[src/rtl/tmr_rb_pkg.sv]
package tmr_rb_pkg;
  localparam int NCH       = 3;
  localparam int DW        = 8;
  localparam int CW        = 2 * DW;
  localparam int MODE_W    = DW - 2;
  localparam int AW        = 2;
  localparam logic [AW-1:0] CTRL_ADDR = '1;

  function automatic logic [DW-1:0] status_byte(input logic out_lvl,
                                                 input logic null_flag,
                                                 input logic [MODE_W-1:0] mode);
    return {out_lvl, null_flag, mode};
  endfunction
endpackage

[src/rtl/tmr_bus_decode.sv]
module tmr_bus_decode
  import tmr_rb_pkg::*;
(
  input  logic           clk,
  input  logic           rst,
  input  logic           cs_n,
  input  logic           rd_n,
  input  logic           wr_n,
  input  logic [AW-1:0]  addr,
  input  logic [DW-1:0]  din,
  output logic           rd_active,
  output logic           rd_start,
  output logic           rb_fire,
  output logic           rb_cnt,
  output logic           rb_st,
  output logic [NCH-1:0] rb_sel,
  output logic [NCH-1:0] chan_wr,
  output logic           ctrl_wr,
  output logic [DW-1:0]  wr_data
);
  logic wr_active, wr_q, rd_q, wr_start, ctrl_sel, rb_hit;

  assign wr_active = ~cs_n & rd_n & ~wr_n;
  assign rd_active = ~cs_n & ~rd_n & wr_n;
  assign wr_start  = wr_active & ~wr_q;
  assign rd_start  = rd_active & ~rd_q;
  assign ctrl_sel  = (addr == CTRL_ADDR);
  assign rb_hit    = (din[DW-1:DW-2] == 2'b11);
  assign rb_fire   = wr_start & ctrl_sel & rb_hit;
  assign rb_cnt    = ~din[5];
  assign rb_st     = ~din[4];
  assign rb_sel    = din[NCH:1];

  always_ff @(posedge clk) begin
    if (rst) begin
      wr_q    <= 1'b0;
      rd_q    <= 1'b0;
      chan_wr <= '0;
      ctrl_wr <= 1'b0;
      wr_data <= '0;
    end else begin
      wr_q    <= wr_active;
      rd_q    <= rd_active;
      ctrl_wr <= wr_start & ctrl_sel & ~rb_hit;
      if (wr_start) wr_data <= din;
      for (int i = 0; i < NCH; i++)
        chan_wr[i] <= wr_start & (addr == AW'(i));
    end
  end

  a_r1_single_strobe: assert property (@(posedge clk) disable iff (rst)
    $onehot0({chan_wr, ctrl_wr}));
  a_r1_one_pulse: assert property (@(posedge clk) disable iff (rst)
    (chan_wr != '0) |=> (chan_wr == '0));
endmodule

[src/rtl/tmr_chan_latch.sv]
module tmr_chan_latch
  import tmr_rb_pkg::*;
(
  input  logic          clk,
  input  logic          rst,
  input  logic          cap,
  input  logic          req_cnt,
  input  logic          req_st,
  input  logic [CW-1:0] live_cnt,
  input  logic [DW-1:0] live_st,
  input  logic          rd_sel,
  output logic [DW-1:0] rd_byte
);
  logic          cnt_held, st_held, hi_q;
  logic [CW-1:0] cnt_q;
  logic [DW-1:0] st_q;

  always_ff @(posedge clk) begin
    if (rst) begin
      cnt_held <= 1'b0;
      st_held  <= 1'b0;
      hi_q     <= 1'b0;
      cnt_q    <= '0;
      st_q     <= '0;
    end else if (cap) begin
      if (req_st && !st_held) begin
        st_held <= 1'b1;
        st_q    <= live_st;
      end
      if (req_cnt && !cnt_held) begin
        cnt_held <= 1'b1;
        cnt_q    <= live_cnt;
        hi_q     <= 1'b0;
      end
    end else if (rd_sel) begin
      if (st_held) begin
        st_held <= 1'b0;
      end else if (cnt_held) begin
        if (hi_q) begin
          cnt_held <= 1'b0;
          hi_q     <= 1'b0;
        end else begin
          hi_q <= 1'b1;
        end
      end else begin
        hi_q <= ~hi_q;
      end
    end
  end

  always_comb begin
    if (st_held)       rd_byte = st_q;
    else if (cnt_held) rd_byte = hi_q ? cnt_q[CW-1:DW] : cnt_q[DW-1:0];
    else               rd_byte = hi_q ? live_cnt[CW-1:DW] : live_cnt[DW-1:0];
  end

  // held count stays frozen until read
  a_r4_cnt_hold: assert property (@(posedge clk) disable iff (rst)
    (cnt_held && !rd_sel) |=> (cnt_held && $stable(cnt_q)));
  // held status stays frozen until read
  a_r7_st_hold: assert property (@(posedge clk) disable iff (rst)
    (st_held && !rd_sel) |=> (st_held && $stable(st_q)));
  // status leaves first, count untouched by that read
  a_r6_status_first: assert property (@(posedge clk) disable iff (rst)
    (rd_sel && st_held && !cap) |=> (!st_held && $stable(cnt_held) && $stable(hi_q)));
endmodule

[src/rtl/tmr_readback_unit.sv]
module tmr_readback_unit
  import tmr_rb_pkg::*;
(
  input  logic              clk,
  input  logic              rst,
  input  logic              cs_n,
  input  logic              rd_n,
  input  logic              wr_n,
  input  logic [1:0]        addr,
  input  logic [7:0]        din,
  input  logic [47:0]       live_count,
  input  logic [2:0]        ch_out,
  input  logic [2:0]        ch_null,
  input  logic [17:0]       ch_mode,
  output logic [7:0]        dout,
  output logic              dout_en,
  output logic [2:0]        chan_wr,
  output logic              ctrl_wr,
  output logic [7:0]        wr_data
);
  logic           rd_active, rd_start, rb_fire, rb_cnt, rb_st;
  logic [NCH-1:0] rb_sel;
  logic [DW-1:0]  rd_byte [NCH];
  logic           rd_valid_addr;

  assign rd_valid_addr = (addr != CTRL_ADDR);

  tmr_bus_decode u_dec (
    .clk(clk), .rst(rst), .cs_n(cs_n), .rd_n(rd_n), .wr_n(wr_n),
    .addr(addr), .din(din),
    .rd_active(rd_active), .rd_start(rd_start),
    .rb_fire(rb_fire), .rb_cnt(rb_cnt), .rb_st(rb_st), .rb_sel(rb_sel),
    .chan_wr(chan_wr), .ctrl_wr(ctrl_wr), .wr_data(wr_data)
  );

  for (genvar g = 0; g < NCH; g++) begin : g_ch
    tmr_chan_latch u_lat (
      .clk(clk), .rst(rst),
      .cap(rb_fire & rb_sel[g]),
      .req_cnt(rb_cnt), .req_st(rb_st),
      .live_cnt(live_count[g*CW +: CW]),
      .live_st(status_byte(ch_out[g], ch_null[g], ch_mode[g*MODE_W +: MODE_W])),
      .rd_sel(rd_start & (addr == AW'(g))),
      .rd_byte(rd_byte[g])
    );
  end

  always_ff @(posedge clk) begin
    if (rst) begin
      dout    <= '0;
      dout_en <= 1'b0;
    end else begin
      dout_en <= rd_active & rd_valid_addr;
      if (rd_start && rd_valid_addr) dout <= rd_byte[addr];
    end
  end

  a_r3_idle_bus: assert property (@(posedge clk) disable iff (rst)
    cs_n |=> !dout_en);
  a_r3_no_ctrl_read: assert property (@(posedge clk) disable iff (rst)
    (addr == CTRL_ADDR) |=> !dout_en);
  a_r2_rb_silent: assert property (@(posedge clk) disable iff (rst)
    rb_fire |=> (!ctrl_wr && chan_wr == '0));
endmodule

[config.mk]
export PLATFORM = sky130hd
export DESIGN_NAME = tmr_readback_unit
export DESIGN_NICKNAME = d
export VERILOG_FILES = /design/src/rtl/tmr_rb_pkg.sv /design/src/rtl/tmr_bus_decode.sv /design/src/rtl/tmr_chan_latch.sv /design/src/rtl/tmr_readback_unit.sv
export SDC_FILE = /design/constraint.sdc
export NUM_CORES = 1
export LEC_CHECK = 0
export BUFFER_PORTS_ARGS = -buffer_cell sky130_fd_sc_hd__clkbuf_2
export CAP_MARGIN = 20
export CORE_AREA = 5 5 145 147
export DETAILED_ROUTE_END_ITERATION = 6
export DIE_AREA = 0 0 150 152
export PLACE_DENSITY_LB_ADDON = 0.08
export SYNTH_ARGS = -nofsm -noshare
export SYNTH_HDL_FRONTEND = slang
export SYNTH_SLANG_ARGS = --single-unit
[constraint.sdc]
create_clock -name clk -period 2.3 [get_ports clk]
set_input_delay 0.23 -clock clk [delete_from_list [all_inputs] [get_ports clk]]
set_output_delay 0.23 -clock clk [all_outputs]
set_load 0.02 [all_outputs]
[After elaboration in Yosys (flattened, before gate mapping)]
Cells that the tools add are included.
Word-level totals
  register bits: 104
  bits of input ports: 87
  output and inout port bits: 21
  logic and storage cells: 154
Operators by class
  magnitude comparators: 1
  equality and inequality tests: 14
  multiplexer cells: 57
  bitwise logic cells: 31
  reductions and logical operators: 29
Operators with widths (count)
  8-bit 2-to-1 mux: 14
  1-bit 2-to-1 mux: 42
  1-bit AND: 19
  2-bit AND reduction: 9
  8-bit binary-select mux with 2-bit select: 1
  2-bit inequality test, second input constant: 7
  1-bit inverter: 11
  3-bit AND reduction: 3
  1-bit logical AND: 7
  2-bit equality test, second input constant: 3
  1-bit logical NOT: 6
  2-bit by 1-bit inequality test with 1-bit output, second input constant: 3
  2-bit nonzero test: 3
  3-bit greater-or-equal comparator, second input constant: 1
  2-bit inverter with 3-bit output: 1
  2-bit by 1-bit equality test with 1-bit output, second input constant: 1
  2-bit logical NOT: 1

[Logic depth before layout (Yosys ltp)]
Gate-level depths: netlist of the first run.
  depth in word-level cells: 9
  gate-level depth with buffers: 7
  mapped depth without buffers: 4

[By module]
Synthesis of the first run repeated with hierarchy kept, for this count alone.
Unflattened totals
  cell total of the unflattened synthesis: 503
  area, all modules: 4914.7 µm²
Modules (own cells, without submodules)
  tmr_chan_latch: times used 3, cells an instance 129, area each 1255.0 µm², sequential area each 540.5 µm²
  tmr_bus_decode: times used 1, cells an instance 60, area each 626.9 µm², sequential area each 280.3 µm²
  tmr_readback_unit: times used 1, cells an instance 56, area each 523.0 µm², sequential area each 180.2 µm²

[Worst setup path before layout of the first run]
OpenSTA, ideal clock, no wires.
  kind: register to register
  from: register u_dec.wr_q
  to: register g_ch[0].u_lat.st_q[7]
  setup time: 0.128 ns
  data arrival time: 1.880 ns
  required time: 2.172 ns
  slack: 0.293 ns
  cell stages (with the launch flop): 7
  path buffers: 2
  period minus slack after synthesis: 2.007 ns
  cell sequence: dfxtp_1 > or4b_1 > buf_4 > buf_6 > nor4_4 > mux2i_1 > nor2_1
On the way
  cells in the longest elaborated chain, start to end: 6
Ends and longest elaborated chain
  from (decl): line tmr_bus_decode.sv:21  | logic wr_active, wr_q, rd_q, wr_start, ctrl_sel, rb_hit;
  from (signal assigned): line tmr_bus_decode.sv:42  | wr_q <= wr_active;
  1-bit inverter: line tmr_bus_decode.sv:25  | assign wr_start = wr_active & ~wr_q;
  1-bit AND: line tmr_bus_decode.sv:25
  1-bit AND (2 in series): line tmr_bus_decode.sv:29  | assign rb_fire = wr_start & ctrl_sel & rb_hit;
  1-bit AND: line tmr_readback_unit.sv:39  | .cap(rb_fire & rb_sel[g]),
  2-bit AND reduction (no line)
  to (signal assigned): line tmr_chan_latch.sv:28  | st_q <= live_st;
  to (decl): line tmr_chan_latch.sv:16  | logic [DW-1:0] st_q;
No other way between the ends.
A chain may end at the register's enable or synchronous reset.

[Final worst setup path of the first run]
  from: register g_ch[1].u_lat.hi_q
  to: register dout[0]
On the way
  cells in the longest elaborated chain, start to end: 6
  elaborated cells on any way between the ends: 7
  those cells by class: mux: 7
Ends and longest elaborated chain
  from (decl): line tmr_chan_latch.sv:14  | logic cnt_held, st_held, hi_q;
  from (signal assigned): line tmr_chan_latch.sv:46  | hi_q <= ~hi_q;
  8-bit 2-to-1 mux (on tied branches): line tmr_chan_latch.sv:54, tmr_chan_latch.sv:53
  8-bit 2-to-1 mux (*): line tmr_chan_latch.sv:53  | else if (cnt_held) rd_byte = hi_q ? cnt_q[CW-1:DW] : cnt_q[DW-1:0];
  8-bit 2-to-1 mux (*): line tmr_chan_latch.sv:52  | if (st_held) rd_byte = st_q;
  8-bit binary-select mux with 2-bit select (*): line tmr_readback_unit.sv:54  | if (rd_start && rd_valid_addr) dout <= rd_byte[addr];
  8-bit 2-to-1 mux (implied by the code) (*) (2 in series): line tmr_readback_unit.sv:54
  to (signal assigned): line tmr_readback_unit.sv:54
  to (decl): line tmr_readback_unit.sv:15  | output logic [7:0] dout,
Mark *: on every way between the ends. The rest lies on a longest branch, timed or not. The select of a mux whose other input is x is not followed.

==> metrics.md, run 1 <==
| Metric | Value |
|---|---|
| Max-slew violations | `0` |
| Vias in the first global route | `3995` |
| Routed Antenna Nets | `0` |
| Fillers | `2128` |
| Post-cts resize count | `0` |
| RR Startpoint | `g_ch[1].u_lat.hi_q` |
| Vias after detailed routing | `3862` |
| Final GP Congestion | `between 0.7 and 0.8` |
| FFs w/ async S/R, synth | `0%` |
| Crit path buffers/inverters | `1` |
| DP Cell Count | `845` |
| CTS tree | `built` |
| Vias per cell | `roughly 4.5` |
| Synth Register Bits | `between 100 and 150` |
| Setup Buffers After CTS | `0` |
| Pin count of the biggest net entering global routing | `74` |
| Post-synth net total | `approximately 570` |
| Synth Area in Compound Gates | `6.01%` |
| CP max-delay cell | `or4b_2` |
| CTS Hold Bufs | `0` |
| Syn. warnings | `0` |
| Buffers added on ports | `~110` |
| WP data required | `2560 ps` |
| Hold crit path type | `input port to flip-flop` |
| Number of synthesized flops with an enable pin | `0` |
| Initial core utilization | `24.1%` |
| Post-DP HPWL | `10600 µm` |
| Nets | `673` |
| Slew HR | `between 50% and 60%` |
| Die Wd | `~150 µm` |
| Clock skew | `6.25 ps` |
| Post-synthesis mux area share | `27.7%` |
| Simple-gate share of the synthesized area | `19.2%` |
| Worst setup EP type | `flip-flop` |
| Max Fclk | `0.482 GHz` |
| Final Critical Period | `slightly above 2000 ps` |
| Most used DFF post-synth | `dfxtp_1` |
| Worst path max stage delay | `820 ps` |
| GRT Util Overall | `12.7%` |
| # setup viols final | `0` |
| Worst slew pin tran | `615 ps` |
| Max_cap viols | `0` |
| Post-Synth XOR/XNOR Area | `0%` |
| Pre-antenna DRT Iters | `4` |
| DRC errors left | `0` |
| Wirelength per Cell | `~17 µm` |
| First-pass GRT wire length | `roughly 23000 µm` |
| Fraction of layout cells with a size suffix above 1 | `29.8%` |
| Cell Rows | `52` |
| Final hold vios | `0` |
| Max VDD drop | `~0.37 mV` |
| Largest family of logic cells by synthesized area | `multiplexers` |
| Mean Syn Cell Area | `9.91 µm²` |
| Die height | `152 µm` |
| Clock buffer depth | `2` |
| Die area | `around 0.023 mm²` |
| HP Start | `addr[1]` |
| CP startpoint kind | `flip-flop` |
| Clock Latency Late Sink | `360 ps` |
| WHS | `approximately 70 ps` |
| Synth Area in Adders | `0%` |
| Critical R2R Capture | `dout[0]` |
| LEAKAGE | `0.00217 µW` |
| Number of DRC markers in iteration 0 | `roughly 160` |
| Hold EP | `u_dec.chan_wr[0]` |
| Pwr/cell area | `approximately 620 mW/mm²` |
| Post-synthesis cell area | `0.00476 mm²` |
| Grt total ovfl | `0` |
| R2R setup slack | `230 ps` |
| RSZ-0062 raised after global routing | `false` |
| CTS H-tree lvls | `3` |
| TritonCTS Buffers | `9` |
| Diodes inserted | `0` |
| Post-Syn Instances | `between 400 and 500` |
| Routed wire length | `14300 µm` |
| CP Max Fanout | `8` |
| Library cells used by synthesis | `40` |
| Post-synthesis sequential area ratio | `43.7%` |
| Reg2Reg Depth | `5` |
| Clock Pin Slew Worst Setup and Hold Paths | `80 ps` |
| Top cell family by delay on the critical path | `simple AND/OR/NAND/NOR gates` |
| Sink Count | `104` |
| Outcome | `completed` |
| Core area | `0.0198 mm²` |
| Tcrit/Tclk final | `90.1%` |
| Root buffer cell | `clkbuf_16` |
| Worst Path Class, Setup | `flip-flop to flip-flop` |
| Setup_tns | `0 ps` |
| Area Growth Syn to Fin | `26.6%` |
| Layout Cells excl Fill | `861` |
| Critical path data arrival time | `2330 ps` |
| Hold Path Depth | `2` |
| CP cell instances | `or4b_2, o22ai_1, nor4_1, buf_4, a311oi_1` |
| Antenna violations before repair | `0` |
| I/O Pins | `about 110` |
-- worst max path at each step --
stage                                  start  cells past startpoint                     end  slack [ps]
final                     g_ch[1].u_lat.hi_q                      5                 dout[0]         230
after global routing      g_ch[1].u_lat.hi_q                      5                 dout[0]          80
after detailed placement                cs_n                      7  g_ch[0].u_lat.cnt_q[6]         150
after global placement                  cs_n                      7  g_ch[0].u_lat.cnt_q[5]         130
after CTS                 g_ch[1].u_lat.hi_q                      5                 dout[0]         210
after floorplan                   u_dec.wr_q                      6   g_ch[0].u_lat.st_q[7]         290
-- cell type report --
cell class	count	area, µm²	share of cell area [%]
clock inverter	7	81.3	1.35
timing repair buffer	129	763	12.7
multi-input combinational	341	2540	42.1
inverter	1	3.75	0.0622
sequential	104	2080	34.5
clock buffer	9	225	3.73
tap	270	338	5.60
-- metal layers --
metal  up-vias  track usage, %  part of all wire [%]
li1       1930               -                     -
met1      1839            16.7                    46
met2        83            20.2                    48
met3        10            3.90                   5.2
met4         0            3.57                   1.2
met5         -               0                     0
-- report_power, final --
group / internal, µW / leakage, µW / switching, µW
Sequential: 1810 / 0.000839 / 11.6
Combinational: 138 / 0.00119 / 184
Clock: 857 / 0.000146 / 750
Total: 2810 / 0.00217 / 945
-- synth_stat cells (all sizes together) (2+ instances only) --
cell type / number / share of area (%)
dfxtp: 104 / 44
nor4b: 4 / 0.74
mux2: 7 / 1.7
o22ai: 7 / 0.92
or4b: 3 / 0.63
or4: 2 / 0.32
nand2b: 9 / 1.2
buf: 13 / 1.6
a211oi: 2 / 0.32
nor2b: 2 / 0.26
mux4: 15 / 7.1
a22oi: 2 / 0.32
a21oi: 15 / 1.6
nor4: 13 / 2.7
nor2: 89 / 7.0
nor3: 4 / 0.42
mux2i: 90 / 19
o21a: 2 / 0.32
clkbuf: 22 / 1.7
a311oi: 8 / 1.5
o31ai: 3 / 0.47
and3: 14 / 1.8
nand2: 37 / 2.9
o21ai: 3 / 0.32
-- kinds of logic (layout without fill, tap and decap cells) --
logic type             after synthesis  after routing
muxes                              112            112
AOI/OAI and AO/OA                   44             44
and+or+nand+nor                    185            185
buffers and inverters               36            146
DFF                                104            104
-- flip-flops by register name (all words and copies together), names as in the netlist, 3 cells and up --
register             cells
dout                     8
g_ch.u_lat.cnt_held      3
g_ch.u_lat.cnt_q        48
g_ch.u_lat.hi_q          3
g_ch.u_lat.st_held       3
g_ch.u_lat.st_q         24
u_dec.chan_wr            3
u_dec.wr_data            8
-- cells in the final DEF (no fill, tap or decap), drive strengths merged, types with 7 or more instances in the layout --
cell type  netlist  routed
clkbuf          22     115
dfxtp          104     104
mux2i           90      90
nor2            89      89
nand2           37      37
buf             13      23
mux4            15      15
a21oi           15      15
and3            14      14
nor4            13      13
nand2b           9       9
a311oi           8       8
mux2             7       7
o22ai            7       7
-- through the flow --
stage,setup slack [ps],power [µW],cell area [µm²],utilization [%]
finish,227,3750,6030,30.5
global placement,128,2190,5730,28.9
CTS,210,3850,6030,30.5
global route,84.5,3930,6030,30.5
detailed placement,150,2200,5730,28.9
floorplan,293,2020,4760,-
No activity file was read; power rests on OpenSTA's default activity.
==> run 2: changes to the inputs <==
--- a/config.mk
+++ b/config.mk
@@ -5,11 +5,12 @@
 export SDC_FILE = /design/constraint.sdc
 export NUM_CORES = 1
 export LEC_CHECK = 0
+export ABC_AREA = 1
 export BUFFER_PORTS_ARGS = -buffer_cell sky130_fd_sc_hd__clkbuf_2
 export CAP_MARGIN = 20
-export CORE_AREA = 5 5 145 147
+export CORE_AREA = 5 5 150 152
 export DETAILED_ROUTE_END_ITERATION = 6
-export DIE_AREA = 0 0 150 152
+export DIE_AREA = 0 0 155 157
 export PLACE_DENSITY_LB_ADDON = 0.08
 export SYNTH_ARGS = -nofsm -noshare
 export SYNTH_HDL_FRONTEND = slang
==> run 2 against run 1 <==
  * Register-to-register slack improved by 450 ps
  * Sequential power barely moved
  * Setup slack improved by 450 ps
  * Sequential share of layout area fell by 1.3 points
  * Total power rose by 0.30%
  * Combinational power rose by 16%
==> metrics.md, run 2 <==
| Metric | Value |
|---|---|
| GRT Util Overall | `14.6%` |
| Root buffer cell | `clkbuf_16` |
| Grt total ovfl | `0` |
| Area leader, netlist | `dfxtp_1` |
| Fillers | `2435` |
| Final GP Congestion | `0.752` |
| Max_cap viols | `0` |
| Routed wire length | `17600 µm` |
| Pwr/cell area | `600 mW/mm²` |
| Most used DFF post-synth | `dfxtp_1` |
| Routed Antenna Nets | `0` |
| I/O Pins | `108` |
| Vias after detailed routing | `5224` |
| R2R setup slack | `680 ps` |
| Area Growth Syn to Fin | `21.7%` |
| Synth Register Bits | `104` |
| Placed Instance Area | `0.00599 mm²` |
| Post-synthesis sequential area ratio | `40.4%` |
| Antenna violations before repair | `0` |
| Total power draw | `between 3000 and 4000 µW` |
| Max-slew violations | `0` |
| Nets | `1004` |
| Hold crit path type | `input port to flip-flop` |
| Post-synthesis cell area | `0.00516 mm²` |
| CTS tree | `built` |
| Commonest cells after routing, fill and taps aside | `nand2_1 (289), nor2_1 (127), clkbuf_2 (107), dfxtp_1 (104), nand3_1 (95)` |
| Most flops, register | `g_ch.u_lat.cnt_q` |
| Pin count of the biggest net entering global routing | `62` |
| Post-cts resize count | `0` |
| Die height | `157 µm` |
| Clock skew | `9.06 ps` |
| Outcome | `completed` |
| FFs w/ async S/R, synth | `0%` |
| FF/Latch Area | `around 0.0021 mm²` |
| Finished Cell Area | `0.00627 mm²` |
| Worst slew pin tran | `approximately 750 ps` |
| Setup Buffers After CTS | `0` |
| Top-count cell post-synth | `nand2_1` |
| Vias in the first global route | `between 5000 and 6000` |
| Top flop regs | `g_ch.u_lat.cnt_q: 48 flops, g_ch.u_lat.st_q: 24 flops` |
| Diodes inserted | `0` |
| TritonCTS Buffers | `9` |
| Slew HR | `49.9%` |
| Library cells used by synthesis | `26` |
| RSZ-0062 raised after global routing | `false` |
| Pre-CTS setup slack | `596 ps` |
| Number of synthesized flops with an enable pin | `0` |
| Sink Count | `about 100` |
| Final hold vios | `0` |
| CP Max Fanout | `18` |
| First-pass GRT wire length | `approximately 28000 µm` |
| Worst setup EP type | `flip-flop` |
| Cell Rows | `53` |
| Max reg flops | `48` |
| Die area | `0.0243 mm²` |
| Max VDD drop | `between 0.3 and 0.4 mV` |
| # setup viols final | `0` |
| Vias per cell | `4.37` |
| Mean Syn Cell Area | `about 6.3 µm²` |
| CP startpoint kind | `flip-flop` |
| Setup_tns | `0 ps` |
| Worst Path Class, Setup | `flip-flop to flip-flop` |
| Initial core utilization | `24.7%` |
| Critical path data arrival time | `about 1900 ps` |
| Area of the multi-input gates | `0.00270 mm²` |
| Number of DRC markers in iteration 0 | `254` |
| Pre-antenna DRT Iters | `6` |
| WP data required | `2540 ps` |
| Syn. warnings | `0` |
| Die Wd | `approximately 160 µm` |
| Wirelength per Cell | `approximately 15 µm` |
| Clock Pin Slew Worst Setup and Hold Paths | `about 70 ps` |
| DRC errors left | `0` |
| CTS Hold Bufs | `0` |
| Post-Syn Instances | `821` |
| Fraction of layout cells with a size suffix above 1 | `between 10% and 20%` |
| Clock buffer depth | `2` |
| LEAKAGE | `0.00296 µW` |
| Max Fclk | `0.617 GHz` |
| Post-DP HPWL | `12600 µm` |
| CTS H-tree lvls | `3` |
| Clock Latency Late Sink | `350 ps` |
| Most common cell after layout, fill and taps aside | `nand2_1` |
| Final Critical Period | `about 1600 ps` |
| Top post-synthesis cells by count | `nand2_1 (289), nor2_1 (127), dfxtp_1 (104)` |
| Post-synth top area share | `just over 40%` |
| Top cells by area, synth | `dfxtp_1 (40%), nand2_1 (21%), nor2_1 (9.2%), nand3_1 (9.2%), a21oi_1 (6.7%)` |
| Tcrit/Tclk final | `roughly 70%` |
| Post-synth net total | `908` |
| Buffers added on ports | `107` |
| Worst Slack Setup Final | `just under 700 ps` |
| Core area | `roughly 0.021 mm²` |
run 2: cell count changes in the layout (fill, tap and decap cells not counted), moves of 15 or more:
cell / before / now
a21oi_1: 15 / 69
o21ai_0: 3 / 23
inv_1: 1 / 40
nand2_1: 37 / 289
nand3_1: 1 / 95
mux4_2: 15 / 0
nor2_1: 89 / 127
mux2i_1: 90 / 0
run 2: path summary, 6_finish.rpt:
check / from / to / cells past startpoint
min: ch_mode[4] / g_ch[0].u_lat.st_q[4] / 3
min reg2reg: g_ch[1].u_lat.cnt_q[6] / g_ch[1].u_lat.cnt_q[6] / 2
max reg2reg: g_ch[1].u_lat.hi_q / dout[5] / 9
max: g_ch[1].u_lat.hi_q / dout[5] / 9
run 2: power by group:
part | total, µW | switching [µW] | internal [µW] | leakage [µW]
Sequential | 1830 | 11.1 | 1820 | 0.000840
Combinational | 372 | 243 | 129 | 0.00198
Clock | 1560 | 700 | 864 | 0.000145
run 2: kinds of logic (layout without fill, tap and decap cells):
group	Yosys count	in the layout	synth area share, %
compound gates	95	95	9.36
buf+inv	92	192	7.37
flops	104	104	40.4
simple gates	530	530	42.9
run 2: layout make-up:
| cell class | instances | share of cell area, % |
|---|---|---|
| multi-input cells | 625 | 43.0 |
| clock buffers | 11 | 3.87 |
| repair buffers | 125 | 10.7 |
| inverters | 52 | 3.11 |
| well taps | 275 | 5.48 |
| flip-flops and latches | 104 | 33.2 |
| clock inverters | 4 | 0.718 |
run 2: metrics by stage:
step	hold slack, ps	util, %	instances
3_3_place_gp	455	28.7	1181
4_1_cts	85.7	30.0	1196
5_1_grt	91.6	30.0	1196
6_report	98.6	30.0	1196
2_1_floorplan	358	-	821
3_5_place_dp	451	28.7	1181
run 2: per-layer routing:
layer	global-route usage, %	wire, µm	vias up
met5	0	0	-
met4	3.45	175	0
met3	3.46	832	12
met2	23.8	8060	90
met1	19.6	8560	2338
li1	-	-	2784
run 2: worst max-delay path, cell delays in order (launching register included):
cell and delay, ps:
dfxtp_1 340, clkinv_1 440, nand2_1 200, nand3_1 90
nand2_1 90, nand2_1 60, nand2_1 60, nand2_1 80
nor2_1 110, nor2_1 40
==> run 3: changes to the inputs <==
==> constraint.sdc (replaced) <==
create_clock -name clk -period 1.4 [get_ports clk]
set_input_delay 0.14 -clock clk [delete_from_list [all_inputs] [get_ports clk]]
set_output_delay 0.14 -clock clk [all_outputs]
set_load 0.02 [all_outputs]
==> run 3 against run 2 <==
  * Sequential power rose by 64%
  * Critical path type unchanged
  * Wire length rose by 2.8%
  * Non-clock buffer count rose by 31
  * Final cell count rose by 2.8%
  * Sequential share of layout area fell by 1.8 points
  * Combinational power rose by 78%
  * Utilization rose by 1.8 points
  * Die area did not move
  * Via count rose by 2.4%
  * Flip-flop and latch count did not move
==> metrics.md, run 3 (synthesis results as in run 2) <==
| Metric | Value |
|---|---|
| Top flop regs | `g_ch.u_lat.cnt_q: 48 flops, g_ch.u_lat.st_q: 24 flops` |
| Final Core Density | `31.8%` |
| Number of DRC markers in iteration 0 | `202` |
| CP max-delay cell | `dfxtp_1` |
| Final Critical Period | `between 1000 and 1500 ps` |
| Critical path data arrival time | `1580 ps` |
| Vias in the first global route | `5180` |
| Nets | `1036` |
| Area Growth Syn to Fin | `28.8%` |
| Area of the multi-input gates | `0.00272 mm²` |
| Pwr/cell area | `918 mW/mm²` |
| Cell Rows | `53` |
| Fraction of layout cells with a size suffix above 1 | `20.5%` |
| Worst Path Class, Setup | `flip-flop to flip-flop` |
| Outcome | `completed` |
| Critical R2R Capture | `g_ch[0].u_lat.st_q[7]` |
| LEAKAGE | `0.00315 µW` |
| Slew HR | `81.3%` |
| Antenna violations before repair | `0` |
| Initial core utilization | `24.7%` |
| Final hold vios | `0` |
| Clock skew | `5.80 ps` |
| FF/Latch Area | `0.00208 mm²` |
| Root buffer cell | `clkbuf_16` |
| Max_cap viols | `0` |
| Pre-antenna DRT Iters | `4` |
| Layout Cells excl Fill | `1229` |
| Pin count of the biggest net entering global routing | `51` |
| WP data required | `1640 ps` |
| Clock Pin Slew Worst Setup and Hold Paths | `70 ps` |
| Sequential power share | `about half` |
| DRC errors left | `0` |
| Max VDD drop | `0.539 mV` |
| Hold Path Depth | `3` |
| Placed Instance Area | `0.00634 mm²` |
| CP Max Fanout | `8` |
| Post-DP HPWL | `13100 µm` |
| Finished Cell Area | `0.00664 mm²` |
| Die height | `157 µm` |
| GRT Util Overall | `approximately 15%` |
| Net Sw Frac | `26.3%` |
| Routed wire length | `18100 µm` |
| Worst slew pin tran | `280 ps` |
| Core area | `~0.021 mm²` |
| Hold crit path type | `input port to flip-flop` |
| Routed Antenna Nets | `0` |
| Die Wd | `155 µm` |
| # setup viols final | `0` |
| Critical path's most frequent cell | `nor2_1` |
| R2R setup slack | `60 ps` |
| HP Start | `ch_mode[4]` |
| Tcrit/Tclk final | `95.6%` |
| Clock Latency Late Sink | `350 ps` |
| CTS H-tree lvls | `3` |
| Vias after detailed routing | `5351` |
| Clock buffer depth | `2` |
| Crit path buffers/inverters | `1` |
| I/O Pins | `108` |
| RR Startpoint | `u_dec.wr_q` |
| Hold EP | `g_ch[0].u_lat.st_q[4]` |
| Setup Buffers After CTS | `0` |
| Max Fclk | `between 0.7 and 0.8 GHz` |
| Max reg flops | `48` |
| Commonest cells after routing, fill and taps aside | `nand2_1 (287), nor2_1 (125), clkbuf_2 (107), dfxtp_1 (103), nand3_1 (95)` |
| Worst setup EP type | `flip-flop` |
| Grt total ovfl | `0` |
| Diodes inserted | `0` |
| Combinational share of power | `10.9%` |
| Most common cell after layout, fill and taps aside | `nand2_1` |
| CP startpoint kind | `flip-flop` |
| Clock power share | `between 30% and 40%` |
| DP Cell Count | `1212` |
| CTS tree | `built` |
| Wirelength per Cell | `between 10 and 15 µm` |
| RSZ-0062 raised after global routing | `true` |
| Sink Count | `104` |
| Top cell family by delay on the critical path | `simple AND/OR/NAND/NOR gates` |
| Most flops, register | `g_ch.u_lat.cnt_q` |
| Reg2Reg Depth | `6` |
| Internal power | `roughly 4500 µW` |
| Worst path max stage delay | `330 ps` |
| Vias per cell | `around 4.4` |
| TritonCTS Buffers | `9` |
| First-pass GRT wire length | `28300 µm` |
| Psw | `1600 µW` |
| Final GP Congestion | `0.734` |
| Die area | `0.0243 mm²` |
| CP cell instances | `inv_1, nand3_4, nor2_8, nand4_2, nor2_1, nor2_1` |
| Fillers | `2400` |
| Buffers added on ports | `about 110` |
| Max-slew violations | `0` |
## run 3: cell count changes in the layout (fill, tap and decap cells not counted), moves of 2 or more
cell,previous run,this run
nand2_1,289,287
nor2_1,127,125
clkinvlp_4,0,3
nor2_2,3,5
buf_4,18,39
clkbuf_1,1,3
buf_12,0,10
inv_2,3,5
nand2_2,2,4
clkinv_1,9,5
## run 3: stage by stage
| stage | TNS [ps] | total power (µW) | hold slack [ps] | worst slack, ps |
|---|---|---|---|---|
| 4_1_cts | 0 | 6230 | 0.458 | 3.58 |
| 5_1_grt | -30.2 | 6410 | 14.9 | -12.7 |
| 2_1_floorplan | 0 | 3380 | 268 | 30.7 |
| 6_report | 0 | 6100 | 16.5 | 62.2 |
| 3_3_place_gp | -41.9 | 3760 | 370 | -30.6 |
| 3_5_place_dp | -84.8 | 3750 | 380 | -44.0 |
## run 3: worst min-delay path, cell delays in order
cell      delay (ps)
clkbuf_2          80
nor2_1            30
nor2_1            80
## run 3: metal layers
| layer | global-route usage, % | vias up | wire length (µm) |
|---|---|---|---|
| met2 | 24.5 | 103 | 8360 |
| li1 | - | 2861 | - |
| met4 | 2.40 | 0 | 172 |
| met1 | 19.8 | 2379 | 8730 |
| met5 | 0 | - | 0 |
| met3 | 3.55 | 8 | 852 |
## run 3: power by group through the flow
stage / Clock [µW] / Sequential (µW) / Combinational [µW]
after floorplan: 0 / 3100 / 280
after global placement: 0 / 3080 / 680
after detailed placement: 0 / 3080 / 673
after CTS: 2550 / 3010 / 676
after global routing: 2650 / 3010 / 747
final: 2430 / 3010 / 664
## run 3: timing repair
action | in CTS | in global routing
setup endpoints to repair | 1 | 11
hold buffers | 0 | 0
endpoints found under the hold margin | 0 | 0
cloned | 0 | 1
pin swaps | 0 | 4
resized for setup | 1 | 8
## run 3: worst max-delay path by stage
stage | startpoint | end | slack, ps | depth (start not counted)
after detailed placement | din[6] | g_ch[0].u_lat.st_q[2] | -40 | 8
final | u_dec.wr_q | g_ch[0].u_lat.st_q[7] | 60 | 6
after floorplan | g_ch[2].u_lat.hi_q | dout[6] | 30 | 9
after global routing | u_dec.wr_q | g_ch[2].u_lat.st_q[2] | -10 | 8
after CTS | g_ch[2].u_lat.hi_q | dout[5] | 4 | 8
after global placement | din[6] | g_ch[0].u_lat.st_q[2] | -30 | 8
## run 3: area by class of cell
class	instances	area share, %
Clock inverter	3	0.264
Multi-Input combinational cell	626	40.9
Sequential cell	104	31.4
Tap cell	275	5.18
Timing Repair Buffer	156	15.5
Inverter	52	3.05
Clock buffer	13	3.77
